===== config.mk =====
export PLATFORM = sky130hd
export DESIGN_NAME = subdiv_top
export DESIGN_NICKNAME = d
export VERILOG_FILES = /design/src/rtl/subdiv_pkg.sv /design/src/rtl/subdiv_pow2.sv /design/src/rtl/subdiv_ctrl.sv /design/src/rtl/subdiv_dp.sv /design/src/rtl/subdiv_top.sv
export SDC_FILE = /design/constraint.sdc
export NUM_CORES = 1
export LEC_CHECK = 0
export BUFFER_PORTS_ARGS = -buffer_cell sky130_fd_sc_hd__buf_2
export CORE_MARGIN = 2
export CORE_UTILIZATION = 29
export DETAILED_ROUTE_END_ITERATION = 7
export MAX_ROUTING_LAYER = met4
export PLACE_DENSITY_LB_ADDON = 0.05
export SKIP_CTS_REPAIR_TIMING = 1
export SLEW_MARGIN = 15
export SYNTH_ARGS = -nofsm -noshare
export SYNTH_HDL_FRONTEND = slang
export SYNTH_SLANG_ARGS = --single-unit

===== constraint.sdc =====
create_clock -name clk -period 4.8 [get_ports clk]
set_input_delay 0.48 -clock clk [delete_from_list [all_inputs] [get_ports clk]]
set_output_delay 0.48 -clock clk [all_outputs]
set_load 0.01 [all_outputs]

===== src/rtl/subdiv_pkg.sv =====
`timescale 1ns/1ps
package subdiv_pkg;
    typedef enum logic [1:0] {
        ST_IDLE,
        ST_RUN,
        ST_FIN
    } div_state_t;

    typedef enum logic [2:0] {
        OP_HOLD,
        OP_LOAD,
        OP_SUB,
        OP_SHIFT,
        OP_ZERO
    } dp_op_t;
endpackage


===== src/rtl/subdiv_pow2.sv =====
`timescale 1ns/1ps
module subdiv_pow2 #(
    parameter int WIDTH = 16,
    localparam int SW = (WIDTH > 1) ? $clog2(WIDTH) : 1
) (
    input  logic [WIDTH-1:0] value,
    output logic             is_pow2,
    output logic [SW-1:0]    shamt
);
    // exactly one bit set
    assign is_pow2 = (value != '0) && ((value & (value - 1'b1)) == '0);

    // index of the highest set bit; equals log2 when is_pow2
    always_comb begin
        shamt = '0;
        for (int i = 0; i < WIDTH; i++) begin
            if (value[i]) shamt = SW'(i);
        end
    end
endmodule


===== src/rtl/subdiv_ctrl.sv =====
`timescale 1ns/1ps
module subdiv_ctrl
    import subdiv_pkg::*;
(
    input  logic       clk,
    input  logic       rst,
    input  logic       start,
    input  logic       div_zero,
    input  logic       div_pow2,
    input  logic       rem_below,
    output dp_op_t     op,
    output logic       busy,
    output logic       done
);
    div_state_t state, state_nxt;

    // state register
    always_ff @(posedge clk) begin
        if (rst) state <= ST_IDLE;
        else     state <= state_nxt;
    end

    // transitions and datapath command
    always_comb begin
        state_nxt = state;
        op        = OP_HOLD;
        unique case (state)
            ST_IDLE: begin
                if (start) begin
                    state_nxt = ST_RUN;
                    op        = OP_LOAD;
                end
            end
            ST_RUN: begin
                if (div_zero) begin
                    state_nxt = ST_FIN;
                    op        = OP_ZERO;
                end else if (div_pow2) begin
                    state_nxt = ST_FIN;
                    op        = OP_SHIFT;
                end else if (rem_below) begin
                    state_nxt = ST_FIN;
                end else begin
                    op        = OP_SUB;
                end
            end
            ST_FIN: state_nxt = ST_IDLE;
            default: state_nxt = ST_IDLE;
        endcase
    end

    // status outputs
    always_comb begin
        busy = (state == ST_RUN);
        done = (state == ST_FIN);
    end

    p_done_single_r2: assert property (@(posedge clk) disable iff (rst)
        done |=> !done);
    p_busy_done_excl_r2: assert property (@(posedge clk) disable iff (rst)
        !(busy && done));
    p_busy_after_start_r2: assert property (@(posedge clk) disable iff (rst)
        $rose(busy) |-> $past(start));
endmodule


===== src/rtl/subdiv_dp.sv =====
`timescale 1ns/1ps
module subdiv_dp
    import subdiv_pkg::*;
#(
    parameter int WIDTH = 16,
    localparam int SW = (WIDTH > 1) ? $clog2(WIDTH) : 1
) (
    input  logic             clk,
    input  logic             rst,
    input  dp_op_t           op,
    input  logic             active,
    input  logic [WIDTH-1:0] dividend,
    input  logic [WIDTH-1:0] divisor,
    input  logic [SW-1:0]    shamt,
    output logic [WIDTH-1:0] divisor_q,
    output logic             div_zero,
    output logic             rem_below,
    output logic [WIDTH-1:0] quo_q,
    output logic [WIDTH-1:0] rem_q,
    output logic             err_q
);
    logic [WIDTH-1:0] num_q;

    always_ff @(posedge clk) begin
        if (rst) begin
            num_q     <= '0;
            divisor_q <= '0;
            quo_q     <= '0;
            rem_q     <= '0;
            err_q     <= 1'b0;
        end else begin
            unique case (op)
                OP_LOAD: begin
                    num_q     <= dividend;
                    divisor_q <= divisor;
                    rem_q     <= dividend;
                    quo_q     <= '0;
                    err_q     <= 1'b0;
                end
                OP_SUB: begin
                    rem_q <= rem_q - divisor_q;
                    quo_q <= quo_q + 1'b1;
                end
                OP_SHIFT: begin
                    quo_q <= rem_q >> shamt;
                    rem_q <= rem_q & (divisor_q - 1'b1);
                end
                OP_ZERO: begin
                    quo_q <= '1;
                    rem_q <= num_q;
                    err_q <= 1'b1;
                end
                default: ;
            endcase
        end
    end

    assign div_zero  = (divisor_q == '0);
    assign rem_below = (rem_q < divisor_q);

    p_operands_held_r7: assert property (@(posedge clk) disable iff (rst)
        (op != OP_LOAD) |=> ($stable(num_q) && $stable(divisor_q)));
    p_sum_invariant_r3: assert property (@(posedge clk) disable iff (rst)
        (active && !err_q) |->
        ((2*WIDTH)'(quo_q) * (2*WIDTH)'(divisor_q) + (2*WIDTH)'(rem_q) == (2*WIDTH)'(num_q)));
    p_zero_result_r6: assert property (@(posedge clk) disable iff (rst)
        (op == OP_ZERO) |=> (err_q && (quo_q == '1) && (rem_q == num_q)));
    p_no_wrap_r9: assert property (@(posedge clk) disable iff (rst)
        (op == OP_SUB) |=> (quo_q != '0));
endmodule


===== src/rtl/subdiv_top.sv =====
`timescale 1ns/1ps
module subdiv_top
    import subdiv_pkg::*;
#(
    parameter int WIDTH = 16
) (
    input  logic             clk,
    input  logic             rst,
    input  logic             start,
    input  logic [WIDTH-1:0] dividend,
    input  logic [WIDTH-1:0] divisor,
    output logic             busy,
    output logic             done,
    output logic             div_err,
    output logic [WIDTH-1:0] quotient,
    output logic [WIDTH-1:0] remainder
);
    localparam int SW = (WIDTH > 1) ? $clog2(WIDTH) : 1;

    dp_op_t           op;
    logic             div_zero, div_pow2, rem_below;
    logic [SW-1:0]    shamt;
    logic [WIDTH-1:0] divisor_q;

    subdiv_ctrl u_ctrl (
        .clk       (clk),
        .rst       (rst),
        .start     (start),
        .div_zero  (div_zero),
        .div_pow2  (div_pow2),
        .rem_below (rem_below),
        .op        (op),
        .busy      (busy),
        .done      (done)
    );

    subdiv_pow2 #(.WIDTH(WIDTH)) u_pow2 (
        .value   (divisor_q),
        .is_pow2 (div_pow2),
        .shamt   (shamt)
    );

    subdiv_dp #(.WIDTH(WIDTH)) u_dp (
        .clk       (clk),
        .rst       (rst),
        .op        (op),
        .active    (busy | done),
        .dividend  (dividend),
        .divisor   (divisor),
        .shamt     (shamt),
        .divisor_q (divisor_q),
        .div_zero  (div_zero),
        .rem_below (rem_below),
        .quo_q     (quotient),
        .rem_q     (remainder),
        .err_q     (div_err)
    );

    p_final_rem_r3: assert property (@(posedge clk) disable iff (rst)
        (done && !div_err) |-> (remainder < divisor_q));
    p_results_held_r8: assert property (@(posedge clk) disable iff (rst)
        (!busy && !start && !done) |=> ($stable(quotient) && $stable(remainder) && $stable(div_err)));
endmodule


# Word-level counts from Yosys, hierarchy flattened
# Index checks and enable logic that the tools add are counted.
# W data, S select, Z words.
# word_totals
in_bits	35
wordCells	57
reg_bits	67
output_inout_bits	35
# classes
shift	1
reduce_logical	8
magnitude_cmp	1
mux	28
eq_ne	8
n_addsub	3
n_bitwise	2
# op_table
cell	count
$pmux W16 S4	2
$and A16 B16 Y16	2
$logic_not A16 Y1	2
$mux W4	8
$mux W3	6
$add A16 B1 Y16 const B	1
$lt A16 B16 Y1	1
$reduce_bool A16 Y1	1
$shr A16 B4 Y16	1
$sub A16 B1 Y16 const B	1
$sub A16 B16 Y16	1
$mux W2	7
$eq A3 B2 Y1 const B	2
$pmux W3 S2	1
$ne A4 B1 Y1 const B	1
$pmux W2 S2	1
$reduce_bool A4 Y1	1
$eq A3 B1 Y1 const B	1
$eq A3 B3 Y1 const B	1
$eq A2 B1 Y1 const B	1
$eq A2 B2 Y1 const B	1
$logic_not A2 Y1	1
$mux W1	2
$ne A2 B2 Y1 const B	1
4 further kinds	4

# Depth between registers and ports, before layout
# Gate-level depths: netlist (run 1).
# depth
ltp_word	17
mapped_depth	17
ltp_nobuf	16

# By module
# A second synthesis (run 1) with hierarchy kept.
# hier_totals
cells_unflattened	717
area_unflattened_um2	5181.2
# by_module_without_submodules
module	cells_per_inst	n_inst	area_each_um2
subdiv_dp	654	1	4733.3
subdiv_pow2	47	1	312.8
subdiv_ctrl	15	1	128.9
subdiv_top	1	1	6.3

# Worst setup path after synthesis (run 1)
# No wires, ideal clock.
# synth_timing
path_kind	register to register
start	register u_dp.divisor_q[0]
end	register u_dp.quo_q[1]
path_buffers	1
setup_ps	81
path_stages_with_launch	15
slack_ps	1397
t_arrival_ps	3322
cell_sequence	dfxtp_1 nor3_1 nand4_1 or3_1 or3_1 or3_1 ha_1 nor3_1 nand4_1 nand2b_1 clkbuf_1 nor2_1 o311ai_0 o31a_1 a41oi_1
# synth_via
elab_chain_len	9
word_cells_on_any_way	17
classes_between	add/sub: 1; order compare: 1; eq/ne: 4; mux: 5; bitwise: 1; reduce/logical: 5
# synth_lines
element	line	text
start: declaration	subdiv_dp.sv:15	output logic [WIDTH-1:0] divisor_q,
start signal: assignment	subdiv_dp.sv:35	divisor_q <= divisor;
$sub A16 B1 Y16	subdiv_pow2.sv:11	assign is_pow2 = (value != '0) && ((value & (value - 1'b1)) == '0);
$and A16 B16 Y16	subdiv_pow2.sv:11	
$logic_not A16 Y1	subdiv_pow2.sv:11	
$logic_and A1 B1 Y1	subdiv_pow2.sv:11	
$mux W3	subdiv_ctrl.sv:38	end else if (div_pow2) begin
$mux W3 (*)	subdiv_ctrl.sv:35	if (div_zero) begin
$pmux W3 S2 (*)	subdiv_ctrl.sv:27	unique case (state)
$eq A3 B3 Y1, or another cell as far along	subdiv_dp.sv:32	unique case (op)
$pmux W16 S4 or $reduce_bool A4 Y1 (tied branches)	--	
end signal: assignment	subdiv_dp.sv:42	quo_q <= quo_q + 1'b1;
end signal: assignment	subdiv_dp.sv:45	quo_q <= rem_q >> shamt;
end: declaration	subdiv_dp.sv:18	output logic [WIDTH-1:0] quo_q,
# Every way passes the cells marked *; elsewhere a longest branch is shown, timed or not.
# A chain may end at the register's enable or synchronous reset.

# Final worst setup path (run 1)
# layout_timing
start	register u_dp.divisor_q[0]
end	register u_dp.rem_q[8]
# layout_via
elab_chain_len	9
word_cells_on_any_way	19
classes_between	add/sub: 2; order compare: 1; eq/ne: 4; mux: 5; bitwise: 2; reduce/logical: 5
# layout_lines
element	line	text
$sub A16 B1 Y16	subdiv_pow2.sv:11, subdiv_dp.sv:46	
$and A16 B16 Y16	subdiv_pow2.sv:11	
$logic_not A16 Y1	subdiv_pow2.sv:11	
$logic_and A1 B1 Y1	subdiv_pow2.sv:11	
$mux W3	subdiv_ctrl.sv:38	
$mux W3	subdiv_ctrl.sv:35	
$pmux W3 S2	subdiv_ctrl.sv:27	
$eq A3 B3 Y1, or another cell as far along	subdiv_dp.sv:32	
$pmux W16 S4 or $reduce_bool A4 Y1 (tied branches)	--	
end signal: assignment	subdiv_dp.sv:36	rem_q <= dividend;
end signal: assignment	subdiv_dp.sv:41	rem_q <= rem_q - divisor_q;
end signal: assignment	subdiv_dp.sv:46	rem_q <= rem_q & (divisor_q - 1'b1);
end: declaration	subdiv_dp.sv:19	output logic [WIDTH-1:0] rem_q,
# Several ways; a longest one is shown, not always the timed one.

==> metrics.md, run 1 <==
| Metric | Value |
|---|---|
| Hold-critical path depth | `3` |
| Cell mode on critical path | `or3_1` |
| Area grow syn2layout | `18.25%` |
| Max transition margin | `0.3153` |
| Max stage delay on crit path | `0.38 ns` |
| Synth async-reset ratio | `0` |
| Inserted Clock Buffers | `9` |
| CP max FO | `16` |
| Power Dens Cells | `422.3 nW/um^2` |
| Vias | `4924` |
| CP cell instances | `nor3_1, nand4_1, or3_1, or3_1, or3_1, ha_1, nor3_1, nand4_1, nor2_2, nor2_2, o21a_1, and3_1, buf_4, o21ai_1, a21oi_1` |
| Vias in the first global route | `4759` |
| Commonest non-fill, non-tap cell in the layout | `nand2_1` |
| Synth Instances | `619` |
| H-tree depth | `3` |
| DP Cell Count | `890` |
| Drt pass-1 iters | `7` |
| Yosys reg bits | `67` |
| Outcome | `finished clean` |
| Pin count of the biggest net entering global routing | `68` |
| Leakage | `2.445 nW` |
| CORE AREA | `16520 sq um` |
| Final Hold Viols | `0` |
| DR iter-0 viols | `300` |
| Register area | `1341 sq um` |
| Syn Nets | `689` |
| Top delay family on crit path | `simple AND/OR/NAND/NOR gates` |
| Seq/Total Area, Yosys | `0.2740` |
| Post-Place Worst Slack | `0.8445 ns` |
| Worst Min Path Start | `divisor[14]` |
| YS warnings | `0` |
| # nets final | `~750` |
| Die width | `133.9 um` |
| PortBufs | `just under 70` |
| Clk_lat worst skew | `0.35 ns` |
| Reg-to-Reg Start | `u_dp.divisor_q[0]` |
| Post-synth EDFFs | `0` |
| Avg Inst Size Synth | `7.909 sq um` |
| Non-Filler Instances | `between 900 and 1000` |
| Std-Cell Rows | `47` |
| Worst Slack Setup Final | `just over 0.8 ns` |
| Max Fclk | `251.9 MHz` |
| FF-to-FF path depth | `15` |
| Clk_skew | `roughly 0.0067 ns` |
| All-layer global routing usage | `0.2113` |
| Grt ovf | `0` |
| Distinct cell type count after synthesis | `73` |
| Fin. max-slew vios | `0` |
| Adder-Cell Fraction of Synth Area | `0.09098` |
| First-pass GRT wire length | `approximately 28 mm` |
| Io pins | `70` |
| Critical Path RT | `~5 ns` |
| Critical Path AT | `4.16 ns` |
| Simple-gate portion of the synthesized area | `0.2188` |
| Compound-cell area share of the yosys netlist | `0.2648` |
| Worst-path clk slew | `0.06 ns` |
| Die area | `17940 sq um` |
| Initial antenna violation count | `0` |
| DRC errors left | `0` |
| Worst Setup SP | `u_dp.divisor_q[0]` |
| Final Cycle Share | `0.8270` |
| Path category of the worst min-delay check | `in2reg` |
| Area of the multi-input gates | `3318 sq um` |
| Post-DP HPWL | `approximately 14 mm` |
| Die height | `133.9 um` |
| Crit path max-delay cell type | `and3_1` |
| Crit end category | `flip-flop` |
| CTS tree | `yes` |
| RSZ-0062 raised after global routing | `no` |
| Gpl congestion | `0.8450` |
| Via-to-Cell Ratio | `around 5.4` |
| Number of diodes | `0` |
| Layout fillers | `1761` |
| Mux cell area share after synthesis | `0.07488` |
| Post-Synth XOR/XNOR Area | `0.02683` |
| Clock sink count | `67` |
| Period minus WS final | `3.969 ns` |
| Total of max-cap violations | `0` |
| Mapped Area | `4896 sq um` |
| Buf+Inv Stages, Crit Path | `1` |
| Measured slew at the worst slew-check pin | `approximately 1.0 ns` |
| Initial Utilization | `0.2963` |
| Largest family of logic cells by synthesized area | `compound AO/OA/AOI/OAI gates` |
| Layout cells sized above 1 | `0.1851` |
| WL/cell | `~20 um` |
| Setup_tns | `0 ns` |
| Crit Path Class | `reg2reg` |
| Most frequent cells in the layout | `96 x nand2_1, 77 x a21oi_1, 69 x buf_2` |
| Final wirelength | `18.09 mm` |
| Critical Path Start Type | `flip-flop` |
| Synth Flop Type | `dfxtp_1` |
| Setup Viol. Count Final | `0` |
| Clk buf depth | `2` |
| Root buffer cell | `clkbuf_16` |
| Post-route ant nets | `0` |
| Maximum vdd drop | `0.1968 mV` |
| CP Depth | `15` |
## cell families (layout without fill, tap and decap cells)
group	after synthesis	in the layout
DFF	67	67
muxes	36	36
xor gates and xnor gates	15	15
buffers and inverters	54	121
AOI/OAI and AO/OA	188	188
and+or+nand+nor	224	224
adders and majority gates	35	35
## flip-flops by register name (all words and copies together) (netlist names)
name and flops:
u_dp.err_q 1, u_ctrl.state 2, u_dp.quo_q 16, u_dp.rem_q 16
u_dp.divisor_q 16, u_dp.num_q 16
## per-stage QoR
stage / power (mW) / cell area [sq um] / hold WS, ns / util
6_report: 2.445 / 5789 / 0.3682 / 0.3503
5_1_grt: 2.601 / 5789 / 0.3624 / 0.3503
4_1_cts: 2.474 / 5789 / 0.3508 / 0.3503
3_5_place_dp: 1.709 / 5464 / 0.4478 / 0.3307
3_3_place_gp: 1.719 / 5464 / 0.4448 / 0.3307
2_1_floorplan: 1.405 / 4896 / 0.4360 / -
## cell type report
type / count / area share
Multi-Input combinational cell: 498 / 0.5732
Sequential cell: 67 / 0.2317
Timing Repair Buffer: 82 / 0.07651
Tap cell: 220 / 0.04755
Clock buffer: 9 / 0.03890
Clock inverter: 7 / 0.01729
Inverter: 23 / 0.01491
## worst register-to-register path, stage by stage, from the launching register on
cell	delay, ns
dfxtp_1	0.35
nor3_1	0.26
nand4_1	0.15
or3_1	0.34
or3_1	0.37
or3_1	0.33
ha_1	0.18
nor3_1	0.21
nand4_1	0.18
nor2_2	0.31
nor2_2	0.08
o21a_1	0.12
and3_1	0.38
buf_4	0.31
o21ai_1	0.16
a21oi_1	0.08
## final timing paths
path                            slack (ns)                 end
worst max-delay path                  0.83       u_dp.rem_q[8]
worst min register to register        0.46       u_dp.num_q[3]
worst max register to register        0.83       u_dp.rem_q[8]
worst min-delay path                  0.37  u_dp.divisor_q[14]
## where the power goes
part,leakage (nW),internal [mW],switching (mW)
Sequential,0.548,0.608,0.0816
Combinational,1.74,0.399,0.608
Clock,0.160,0.459,0.290
## per-layer routing
| metal | track usage | part of all wire | vias up |
|---|---|---|---|
| met5 | - | 0 | - |
| met4 | 0.06383 | 0.017 | 0 |
| met3 | 0.04006 | 0.042 | 22 |
| met2 | 0.3422 | 0.49 | 121 |
| met1 | 0.2677 | 0.45 | 2366 |
| li1 | - | - | 2415 |
## synthesized netlist by cell type (7+ instances only)
cell type   n  area [sq um]
o21ai_0    13         65.06
ha_1       34         425.4
inv_1      22         82.58
a31oi_1    11         68.82
dfxtp_1    67          1341
or3_1       7         43.79
nand2_1    96         360.4
a222oi_1   13         130.1
nor3_1     10         50.05
a221oi_1    9         78.83
and3_1      8         50.05
nand3_1    13         65.06
nor4_1      7         43.79
nand3b_1    7         52.55
o21ai_1    15         75.07
clkbuf_1   17         63.81
nor2b_1     7         43.79
nor2_1     45         168.9
a21o_1      8         60.06
a21oi_1    77         385.4
mux2i_1    31         310.3
xnor2_1     9         78.83
(Power assumes the default switching activity.)
==> run 2: changes to the inputs <==
ABC_AREA = 1   (was default)
clock period = 3.9 ns   (was 4.8 ns; I/O delays follow)
==> metrics.md, run 2 <==
| Metric | Value |
|---|---|
| RSZ-0062 raised after global routing | `no` |
| Critical Path RT | `4.14 ns` |
| Vias in the first global route | `5229` |
| Initial antenna violation count | `0` |
| Die area | `~18000 sq um` |
| Period minus WS final | `3.475 ns` |
| Drt pass-1 iters | `5` |
| Number of diodes | `0` |
| Synth async-reset ratio | `0` |
| Critical Path Start Type | `flip-flop` |
| Commonest non-fill, non-tap cell in the layout | `nand2_1` |
| CORE AREA | `17120 sq um` |
| WL/cell | `17.41 um` |
| # nets final | `913` |
| Pin count of the biggest net entering global routing | `53` |
| Max Fclk | `287.7 MHz` |
| H-tree depth | `3` |
| Design area | `5946 sq um` |
| Layout fillers | `approximately 1900` |
| Io pins | `70` |
| Simple-gate portion of the synthesized area | `0.3447` |
| Root buffer cell | `clkbuf_16` |
| Setup Viol. Count Final | `0` |
| Post-Synth XOR/XNOR Area | `0.02787` |
| Clock sink count | `67` |
| Post-DP HPWL | `13.81 mm` |
| Fin. max-slew vios | `0` |
| Syn Nets | `approximately 850` |
| CTS tree | `yes` |
| Std-Cell Rows | `48` |
| Max transition margin | `0.5134` |
| Final Cycle Share | `0.8911` |
| DRC errors left | `0` |
| Mapped Area | `5027 sq um` |
| DR iter-0 viols | `approximately 340` |
| Die height | `135.7 um` |
| Inserted Clock Buffers | `9` |
| Maximum vdd drop | `about 0.24 mV` |
| Clk buf depth | `2` |
| Adder-Cell Fraction of Synth Area | `0.08860` |
| CP cell instances | `inv_1, nand3_1, nor3_1, inv_1, nor2_1, nand2_1, inv_1, nand3_1, ha_1, nor3_1, nand2_1, nor3_4, nand2_4, clkinv_2, nor3_4, inv_2, a21oi_1, o21ai_0, nand4_1, nor2_1, nor2_1` |
| Seq/Total Area, Yosys | `0.2668` |
| PortBufs | `69` |
| Clk_lat worst skew | `0.34 ns` |
| Crit end category | `flip-flop` |
| Synth Instances | `775` |
| Via-to-Cell Ratio | `5.079` |
| Mux cell area share after synthesis | `0` |
| Most frequent cells in the layout | `167 x nand2_1, 127 x nand3_1, 95 x inv_1` |
| Placed Area | `5614 sq um` |
| Max stage delay on crit path | `approximately 0.32 ns` |
| Initial Utilization | `0.2937` |
| Crit Path Class | `reg2reg` |
| Final wirelength | `~19 mm` |
| Avg Inst Size Synth | `6.487 sq um` |
| Vias | `5445` |
| Total Power | `2.774 mW` |
| Distinct cell type count after synthesis | `48` |
| Post-synth EDFFs | `0` |
| Layout cells sized above 1 | `0.1677` |
| Buf+Inv Stages, Crit Path | `5` |
| Area fraction of the dominant cell type after synthesis | `0.2668` |
| Total of max-cap violations | `0` |
| Outcome | `finished clean` |
| Synth Flop Type | `dfxtp_1` |
| Path category of the worst min-delay check | `in2reg` |
| Area grow syn2layout | `18.27%` |
| Crit path max-delay cell type | `dfxtp_1` |
| First-pass GRT wire length | `28.69 mm` |
| Worst-path clk slew | `0.06 ns` |
| Die width | `135.7 um` |
| Clk_skew | `between 0.008 and 0.009 ns` |
| Final Hold Viols | `0` |
| Top-count cell post-synth | `nand2_1` |
| Post-synth top area cell | `dfxtp_1` |
| Gpl congestion | `about 0.87` |
| All-layer global routing usage | `0.2113` |
| Hold_ws | `0.3274 ns` |
| Post-Place Worst Slack | `-0.1059 ns` |
| Critical Path AT | `roughly 3.7 ns` |
| Yosys reg bits | `67` |
| Largest family of logic cells by synthesized area | `simple AND/OR/NAND/NOR gates` |
| Leakage | `2.828 nW` |
| Measured slew at the worst slew-check pin | `0.7291 ns` |
| Synth cell count leaders | `168 x nand2_1, 127 x nand3_1, 95 x inv_1` |
| YS warnings | `0` |
| Synth top area cells | `dfxtp_1 27%, nand3_1 13%, nand2_1 13%, ha_1 8.5%, inv_1 7.1%` |
| CP max FO | `15` |
| Power Dens Cells | `466.6 nW/um^2` |
| Top delay family on crit path | `simple AND/OR/NAND/NOR gates` |
| Grt ovf | `0` |
| Worst Slack Setup Final | `0.4246 ns` |
| Post-route ant nets | `0` |
| Compound-cell area share of the yosys netlist | `0.1608` |
[run 2: cells by family (layout without fill, tap and decap cells)]
logic type,Yosys count,count (layout)
XOR/XNOR,16,16
buffers and inverters,138,209
adder cells (fa/ha/maj),35,35
AO/OA/AOI/OAI,140,140
AND/OR/NAND/NOR,379,380
flip-flops,67,67
[run 2: path summary, 6_finish.rpt]
check        slack [ns]              start              to  cells past startpoint
max reg2reg        0.42  u_dp.divisor_q[1]  u_dp.rem_q[11]                     21
min                0.33        dividend[1]   u_dp.num_q[1]                      3
max                0.42  u_dp.divisor_q[1]  u_dp.rem_q[11]                     21
min reg2reg        0.47      u_dp.num_q[7]   u_dp.num_q[7]                      2
[run 2: layout make-up]
| class | instances | area, sq um | area share |
|---|---|---|---|
| multi-input cells | 571 | 3146 | 0.5290 |
| well taps | 225 | 281.5 | 0.04735 |
| inverters | 109 | 412.9 | 0.06944 |
| clock inverters | 1 | 5.005 | 0.0008418 |
| clock buffers | 14 | 294.0 | 0.04945 |
| repair buffers | 85 | 465.4 | 0.07828 |
| flip-flops and latches | 67 | 1341 | 0.2256 |
[run 2: power breakdown]
| group | total (mW) | switching [mW] | internal (mW) |
|---|---|---|---|
| combinational | 1.11 | 0.735 | 0.377 |
| clock | 0.840 | 0.326 | 0.514 |
| sequential | 0.822 | 0.0771 | 0.745 |
| total | 2.77 | 1.14 | 1.64 |
[run 2: worst reg2reg max path: stages (launching register included)]
cell	delay, ns
dfxtp_1	0.32
inv_1	0.15
nand3_1	0.13
nor3_1	0.16
inv_1	0.08
nor2_1	0.14
nand2_1	0.09
inv_1	0.10
nand3_1	0.08
ha_1	0.19
nor3_1	0.24
nand2_1	0.15
nor3_4	0.26
nand2_4	0.15
clkinv_2	0.29
nor3_4	0.11
inv_2	0.31
a21oi_1	0.08
o21ai_0	0.09
nand4_1	0.10
nor2_1	0.10
nor2_1	0.04
[run 2: per-layer routing]
metal / track usage / vias up / wire length (um)
met5: - / - / 0
met3: 0.03217 / 21 / 950
met2: 0.3176 / 141 / 8210
met1: 0.2857 / 2556 / 9146
met4: 0.07986 / 0 / 360
li1: - / 2727 / -
[run 2: through the flow]
step                      cells  utilization  TNS (ns)
after detailed placement   1054       0.3280   -0.4629
after floorplan             775            -         0
after global placement     1054       0.3280         0
after CTS                  1069       0.3455   -0.6795
after global routing       1072       0.3474         0
final                      1072       0.3474         0
==> run 3: changes to the inputs <==
ABC_AREA = 0   (was 1)
==> metrics.md, run 3 (same netlist as run 1, synthesis figures left out) <==
| Metric | Value |
|---|---|
| Final wirelength | `17.83 mm` |
| Outcome | `finished clean` |
| Cell mode on critical path | `or3_1` |
| Worst Slack Setup Final | `0.2377 ns` |
| Root buffer cell | `clkbuf_16` |
| All-layer global routing usage | `0.2065` |
| Layout cells sized above 1 | `0.2003` |
| CP max FO | `15` |
| Setup Viol. Count Final | `0` |
| Leakage | `2.510 nW` |
| CORE AREA | `16520 sq um` |
| CP cell instances | `nor2_1, nand4_1, or3_1, or3_1, or3_1, ha_1, nor3_1, nand4_1, nor2_2, nor2_2, o21a_1, and3_2, buf_4, o21ai_1, a21oi_1` |
| Crit path max-delay cell type | `dfxtp_1` |
| Top delay family on crit path | `simple AND/OR/NAND/NOR gates` |
| Clk_lat worst skew | `0.35 ns` |
| Initial Utilization | `0.2963` |
| Vias | `4915` |
| Via-to-Cell Ratio | `~5.3` |
| # nets final | `765` |
| Clk buf depth | `2` |
| Pin count of the biggest net entering global routing | `44` |
| Max stage delay on crit path | `0.37 ns` |
| FF-to-FF path depth | `15` |
| Inserted Clock Buffers | `9` |
| Critical Path Start Type | `flip-flop` |
| Period minus WS final | `3.662 ns` |
| Critical Path RT | `around 4.1 ns` |
| Critical Path AT | `3.85 ns` |
| Total of max-cap violations | `0` |
| Number of diodes | `0` |
| Clock sink count | `67` |
| Buf+Inv Stages, Crit Path | `1` |
| Total Power | `3.013 mW` |
| Final Cycle Share | `0.9391` |
| Gpl congestion | `0.8989` |
| Power Dens Cells | `511.7 nW/um^2` |
| Vias in the first global route | `4819` |
| Hold_ws | `roughly 0.28 ns` |
| WL/cell | `19.40 um` |
| CTS tree | `yes` |
| Post-Place Worst Slack | `roughly 0.15 ns` |
| Most frequent cells in the layout | `96 x nand2_1, 77 x a21oi_1, 69 x buf_2` |
| Fin. max-slew vios | `0` |
| Register area | `1341 sq um` |
| Io pins | `70` |
| Layout fillers | `1795` |
| Initial antenna violation count | `0` |
| Post-DP HPWL | `between 10 and 15 mm` |
| Setup_tns | `0 ns` |
| Die height | `approximately 130 um` |
| Path category of the worst min-delay check | `in2reg` |
| Crit end category | `flip-flop` |
| Crit Path Class | `reg2reg` |
| Final Hold Viols | `0` |
| CP Depth | `15` |
| DR iter-0 viols | `279` |
| Drt pass-1 iters | `5` |
| Max Fclk | `273.1 MHz` |
| Grt ovf | `0` |
| Measured slew at the worst slew-check pin | `~0.91 ns` |
| DRC errors left | `0` |
| Max transition margin | `0.3967` |
| Post-route ant nets | `0` |
| Std-Cell Rows | `47` |
| First-pass GRT wire length | `27.46 mm` |
| Commonest non-fill, non-tap cell in the layout | `nand2_1` |
| Worst-path clk slew | `0.05 ns` |
| PortBufs | `69` |
| RSZ-0062 raised after global routing | `no` |
| Die width | `133.9 um` |
| H-tree depth | `3` |
| Maximum vdd drop | `0.2350 mV` |
| Die area | `between 15000 and 20000 sq um` |
| Area of the multi-input gates | `3327 sq um` |
| Clk_skew | `0.006570 ns` |
| Hold-critical path depth | `3` |
| Area grow syn2layout | `20.27%` |
==> run 3: cell count changes in the layout (fill, tap and decap cells not counted), moves of 7 or more <==
cell | before | now
o21ai_0 | 33 | 13
or3_1 | 0 | 7
a222oi_1 | 0 | 13
a21o_1 | 0 | 8
and3_1 | 0 | 7
nand2_1 | 167 | 96
buf_4 | 16 | 27
inv_2 | 11 | 1
nand3_1 | 127 | 13
nor2b_1 | 0 | 7
a21oi_1 | 52 | 77
inv_1 | 95 | 22
mux2i_1 | 0 | 31
==> run 3: tightest hold or removal path, delay by kind of cell <==
| kind | cells | cell delay, ns |
|---|---|---|
| AOI/OAI and AO/OA | 1 | 0.05 |
| buffers and inverters | 1 | 0.09 |
| and+or+nand+nor | 1 | 0.04 |
==> run 3: metal layers <==
layer	global-route usage	share of wire
met4	0.06560	0.018
met3	0.03364	0.031
met5	-	0
met2	0.3402	0.48
met1	0.2589	0.47
==> run 3: final cells by class <==
| class | instances | area share |
|---|---|---|
| clock buffers | 13 | 0.04250 |
| clock inverters | 2 | 0.01020 |
| inverters | 23 | 0.01466 |
| multi-input cells | 498 | 0.5650 |
| flip-flops and latches | 67 | 0.2278 |
| well taps | 220 | 0.04675 |
| repair buffers | 96 | 0.09307 |
==> run 3: path summary, 6_finish.rpt <==
path	slack, ns	to	from
setup reg to reg	0.24	u_dp.rem_q[2]	u_dp.divisor_q[3]
hold / removal	0.28	u_dp.divisor_q[2]	divisor[2]
hold reg to reg	0.46	u_dp.num_q[6]	u_dp.num_q[6]
setup / recovery	0.24	u_dp.rem_q[2]	u_dp.divisor_q[3]
==> run 3: metrics by stage <==
step | utilization | instance area, sq um | cells
2_1_floorplan | - | 4896 | 619
3_3_place_gp | 0.3370 | 5569 | 904
3_5_place_dp | 0.3370 | 5569 | 904
4_1_cts | 0.3558 | 5879 | 919
5_1_grt | 0.3563 | 5888 | 919
6_report | 0.3563 | 5888 | 919
==> run 3: power by group <==
group | internal, mW | leakage [nW] | switching (mW) | total (mW)
combinational | 0.512 | 1.81 | 0.768 | 1.28
clock | 0.575 | 0.150 | 0.324 | 0.900
sequential | 0.748 | 0.548 | 0.0853 | 0.834
